File: config.mk
export PLATFORM = sky130hd
export DESIGN_NAME = hzd_unit
export DESIGN_NICKNAME = d
export VERILOG_FILES = /design/src/rtl/hzd_pkg.sv /design/src/rtl/hzd_match.sv /design/src/rtl/hzd_fwd_sel.sv /design/src/rtl/hzd_interlock.sv /design/src/rtl/hzd_unit.sv
export SDC_FILE = /design/constraint.sdc
export NUM_CORES = 1
export LEC_CHECK = 0
export BUFFER_PORTS_ARGS = -buffer_cell sky130_fd_sc_hd__buf_2
export CORE_ASPECT_RATIO = 0.7
export CORE_UTILIZATION = 25
export DETAILED_ROUTE_END_ITERATION = 7
export PLACE_DENSITY = 0.6
export SYNTH_ARGS = -nofsm -noshare
export SYNTH_HDL_FRONTEND = slang
export SYNTH_SLANG_ARGS = --single-unit
export TNS_END_PERCENT = 1
File: constraint.sdc
create_clock -name vclk -period 1.7
set_input_delay 0.34 -clock vclk [all_inputs]
set_output_delay 0.34 -clock vclk [all_outputs]
set_load 0.01 [all_outputs]
File: src/rtl/hzd_pkg.sv
package hzd_pkg;

    typedef enum logic [1:0] {
        OPSEL_RF       = 2'b00,
        OPSEL_EXM_ALU  = 2'b01,
        OPSEL_MWB_LOAD = 2'b10,
        OPSEL_MWB_ALU  = 2'b11
    } opsel_e;

    localparam int unsigned NUM_OPS = 2;

    // Nearer producer wins; a nearer load blocks older values too.
    function automatic opsel_e choose_sel(
        input logic near_hit,
        input logic near_load,
        input logic far_hit,
        input logic far_load
    );
        if (near_hit)
            return near_load ? OPSEL_RF : OPSEL_EXM_ALU;
        else if (far_hit)
            return far_load ? OPSEL_MWB_LOAD : OPSEL_MWB_ALU;
        else
            return OPSEL_RF;
    endfunction

endpackage

File: src/rtl/hzd_match.sv
module hzd_match #(
    parameter int unsigned REG_ADDR_W = 5
) (
    input  logic [REG_ADDR_W-1:0] src,
    input  logic                  src_used,
    input  logic                  prod_valid,
    input  logic                  prod_wen,
    input  logic [REG_ADDR_W-1:0] prod_rd,
    output logic                  hit
);
    localparam logic [REG_ADDR_W-1:0] ZERO_REG = '0;

    always_comb begin
        hit = src_used && prod_valid && prod_wen &&
              (prod_rd != ZERO_REG) && (prod_rd == src);
    end
endmodule

File: src/rtl/hzd_fwd_sel.sv
module hzd_fwd_sel
    import hzd_pkg::*;
#(
    parameter int unsigned REG_ADDR_W = 5
) (
    input  logic [REG_ADDR_W-1:0] src,
    input  logic                  src_used,
    input  logic                  exm_valid,
    input  logic [REG_ADDR_W-1:0] exm_rd,
    input  logic                  exm_wen,
    input  logic                  exm_load,
    input  logic                  mwb_valid,
    input  logic [REG_ADDR_W-1:0] mwb_rd,
    input  logic                  mwb_wen,
    input  logic                  mwb_load,
    output opsel_e                sel
);
    logic near_hit;
    logic far_hit;

    hzd_match #(.REG_ADDR_W(REG_ADDR_W)) near_m (
        .src(src), .src_used(src_used),
        .prod_valid(exm_valid), .prod_wen(exm_wen), .prod_rd(exm_rd),
        .hit(near_hit)
    );

    hzd_match #(.REG_ADDR_W(REG_ADDR_W)) far_m (
        .src(src), .src_used(src_used),
        .prod_valid(mwb_valid), .prod_wen(mwb_wen), .prod_rd(mwb_rd),
        .hit(far_hit)
    );

    always_comb begin
        sel = choose_sel(near_hit, exm_load, far_hit, mwb_load);
    end
endmodule

File: src/rtl/hzd_interlock.sv
module hzd_interlock
    import hzd_pkg::*;
#(
    parameter int unsigned REG_ADDR_W = 5
) (
    input  logic [REG_ADDR_W-1:0] dec_src  [NUM_OPS],
    input  logic                  dec_used [NUM_OPS],
    input  logic                  exe_valid,
    input  logic [REG_ADDR_W-1:0] exe_rd,
    input  logic                  exe_wen,
    input  logic                  exe_load,
    input  logic                  exm_valid,
    input  logic                  exm_taken,
    output logic                  hold,
    output logic                  bubble,
    output logic                  kill_fd,
    output logic                  kill_de,
    output logic                  kill_em
);
    logic [NUM_OPS-1:0] lu_hit;
    logic               squash;

    for (genvar g = 0; g < NUM_OPS; g++) begin : g_lu
        hzd_match #(.REG_ADDR_W(REG_ADDR_W)) lu_m (
            .src(dec_src[g]), .src_used(dec_used[g]),
            .prod_valid(exe_valid), .prod_wen(exe_wen), .prod_rd(exe_rd),
            .hit(lu_hit[g])
        );
    end

    always_comb begin
        squash  = exm_valid && exm_taken;
        kill_fd = squash;
        kill_de = squash;
        kill_em = squash;
        hold    = exe_load && (|lu_hit) && !squash;
        bubble  = hold;
    end
endmodule

File: src/rtl/hzd_unit.sv
module hzd_unit
    import hzd_pkg::*;
#(
    parameter int unsigned REG_ADDR_W = 5
) (
    input  logic [REG_ADDR_W-1:0] dec_rs1,
    input  logic [REG_ADDR_W-1:0] dec_rs2,
    input  logic                  dec_rs1_used,
    input  logic                  dec_rs2_used,
    input  logic                  exe_valid,
    input  logic [REG_ADDR_W-1:0] exe_rs1,
    input  logic [REG_ADDR_W-1:0] exe_rs2,
    input  logic                  exe_rs1_used,
    input  logic                  exe_rs2_used,
    input  logic [REG_ADDR_W-1:0] exe_rd,
    input  logic                  exe_wen,
    input  logic                  exe_load,
    input  logic                  exm_valid,
    input  logic [REG_ADDR_W-1:0] exm_rd,
    input  logic                  exm_wen,
    input  logic                  exm_load,
    input  logic                  exm_taken,
    input  logic                  mwb_valid,
    input  logic [REG_ADDR_W-1:0] mwb_rd,
    input  logic                  mwb_wen,
    input  logic                  mwb_load,
    output logic [1:0]            fwd_a,
    output logic [1:0]            fwd_b,
    output logic                  hold_front,
    output logic                  insert_bubble,
    output logic                  kill_fd,
    output logic                  kill_de,
    output logic                  kill_em
);
    logic [REG_ADDR_W-1:0] op_src   [NUM_OPS];
    logic                  op_used  [NUM_OPS];
    logic [REG_ADDR_W-1:0] dec_src  [NUM_OPS];
    logic                  dec_used [NUM_OPS];
    opsel_e                op_sel   [NUM_OPS];

    always_comb begin
        op_src[0]   = exe_rs1;
        op_src[1]   = exe_rs2;
        op_used[0]  = exe_rs1_used;
        op_used[1]  = exe_rs2_used;
        dec_src[0]  = dec_rs1;
        dec_src[1]  = dec_rs2;
        dec_used[0] = dec_rs1_used;
        dec_used[1] = dec_rs2_used;
    end

    for (genvar g = 0; g < NUM_OPS; g++) begin : g_op
        hzd_fwd_sel #(.REG_ADDR_W(REG_ADDR_W)) sel_i (
            .src(op_src[g]), .src_used(op_used[g]),
            .exm_valid(exm_valid), .exm_rd(exm_rd),
            .exm_wen(exm_wen), .exm_load(exm_load),
            .mwb_valid(mwb_valid), .mwb_rd(mwb_rd),
            .mwb_wen(mwb_wen), .mwb_load(mwb_load),
            .sel(op_sel[g])
        );
    end

    assign fwd_a = op_sel[0];
    assign fwd_b = op_sel[1];

    hzd_interlock #(.REG_ADDR_W(REG_ADDR_W)) lock_i (
        .dec_src(dec_src), .dec_used(dec_used),
        .exe_valid(exe_valid), .exe_rd(exe_rd),
        .exe_wen(exe_wen), .exe_load(exe_load),
        .exm_valid(exm_valid), .exm_taken(exm_taken),
        .hold(hold_front), .bubble(insert_bubble),
        .kill_fd(kill_fd), .kill_de(kill_de), .kill_em(kill_em)
    );
endmodule

==> impl_results.md <==
* Status: complete, but fails checks
* Failing checks: negative setup slack
* # DRC at 0
* Sequential cell count at 0
* Met2 Use GR at 0.259
* Worst hold path class: primary input to output pin
* CP Class: primary input to output pin
* Worst slew margin at 0.779
* Met1 usage at 0.215
* Crit share post-route at 1.09
* Layer with the highest usage: met2
* Max-Cap Viols at 0
* Max Freq at 540 MHz
* WL final at 1.78 mm
* Minimum clock period at 1850 ps
* Register area share after synthesis at 0
* Least-Margin Pin Slew at 329 ps
* Die Y at 39.6 um
* Row cnt at 13
* Routability cong. at 0.715
* Startpoint Class: primary input
* CP Capture Type: output pin
* Final hold violation count at 0
* DRT Pass-1 Iters at 2
* Global Route Usage Sum at 0.150
* Met3 Track Usage GR at 0.00990
* Yosys cell types at 19
* Cell count after placement at 150
* Final-report max-slew violation count at 0
* Synthesized cell area at 505 um2
* RSZ-0062 raised after global routing: true
* Register area at 0 um2
* Dpl hpwl at 1.61 mm
* Vias per inst at 4.52
* Die area at 2210 um2
* Gr ovfl total at 0
* Number of global-route vias before repair at 609
* Final Setup Violations at 4
* DIE WIDTH at 55.7 um
* Ratio of cells with drive above 1 in the final layout at 0.608
* Syn Nets at 114
* Starting Density at 0.268
* Antenna diodes at 0
* Synth-to-layout area growth at 84.7%
* PD cells at 219 nW/um2
* DR WL/cell at 11.7 um
* Post-Layout Cell Count at 152
* Final net count at 181
* Hold Buf Count CTS at 0
* Syn_area_per_cell at 7.78 um2
* Dpl ws at -194 ps
* # fillers at 186
* Post-route ant nets at 0
* 1st-iter DRT viols at 3
* Initial antenna violation count at 0
* Worst setup margin at -153 ps
* Maximum VDD drop at 0.0984 mV
* Port Buffers at 58
* CP arrival at 1510 ps
* First-pass GRT wire length at 2.61 mm
* # clk buffers at 0
* Post-synthesis cell count at 65
* Leakage at 0.440 nW
* Critical-path maximum fanout at 3
* I/O Pins at 58
* Largest net degree at the start of global routing at 5
* YS warnings at 0
* Worst path required time at 1360 ps
* Via count at 687
* Core Area at 1890 um2
## synthesized netlist by cell type, drive strengths merged
master,number,share of area
a21oi,1,0.0099
and2,1,0.012
buf,3,0.045
mux2i,2,0.040
nand3,3,0.030
nand4,8,0.099
nor2,4,0.045
nor2b,1,0.012
nor3,2,0.030
nor4,4,0.062
o211a,1,0.020
o21ai,1,0.0099
or4,4,0.067
xnor2,18,0.31
xor2,12,0.21
## path summary, 6_finish.rpt
| check | end | slack (ps) | from | cells past startpoint |
|---|---|---|---|---|
| hold / removal | fwd_b[0] | 970 | exm_load | 3 |
| setup / recovery | fwd_a[0] | -150 | mwb_rd[0] | 6 |
## critical path, stage by stage
cell,delay [ps]
buf_8,100
or4_4,530
o211a_1,250
nand4_1,70
mux2i_1,70
buf_2,150
## cell usage in the layout (no fill, tap or decap)
cell type  netlist  final
a21oi_2          0      1
and2_1           1      1
buf_2            0     56
buf_4            3     10
buf_6            0      1
buf_8            0      1
mux2i_1          2      2
nand3_1          3      3
nand4_1          8      8
nor2_1           3      3
nor2_4           1      1
nor2b_1          1      1
nor3_1           1      1
nor3_2           1      1
nor4_2           1      4
o211a_1          1      1
o21ai_1          0      1
or4_1            3      2
or4_4            1      2
xnor2_1         18     16
xnor2_2          0      2
xor2_1          12     12
## per-layer routing
metal	up-vias	wire (um)	part of all wire
met5	-	0	0
li1	366	-	-
met4	0	0	0
met3	0	53	0.030
met1	305	866	0.49
met2	16	855	0.48
## what timing repair did
action                     4_1_cts  5_1_grt
buffers inserted                 1        1
pin swaps                        6        3
resized for setup                8        4
hold endpoints to repair         0        0
setup endpoints to repair        6        6
## cell type report
type               count  area (um2)  share of cell area
multi-input cells     62         524               0.562
well taps             22        27.5              0.0295
repair buffers        68         382               0.409
## stage by stage
stage               cell area (um2)  hold slack, ps  TNS (ps)  power [mW]   util
floorplan                       505             769         0      0.0781      -
global placement                861             961      -645       0.181  0.456
detailed placement              861             972      -779       0.185  0.456
CTS                             898             972      -528       0.195  0.476
global route                    933             980      -905       0.222  0.495
finish                          933             970      -487       0.205  0.495
## report_power, final
part           total (mW)  internal [mW]  switching (mW)
Combinational       0.205          0.113          0.0922
Sequential              0              0               0
Clock                   0              0               0
Total               0.205          0.113          0.0922
## cells by family (layout without fill, tap and decap cells)
family	after synthesis	count (layout)	share of synthesized area
AO/OA/AOI/OAI	3	3	0.0396
buffers and inverters	3	68	0.0446
AND/OR/NAND/NOR	27	27	0.356
multiplexers	2	2	0.0396
XOR/XNOR	30	30	0.520
No activity file was read; power rests on OpenSTA's default activity.
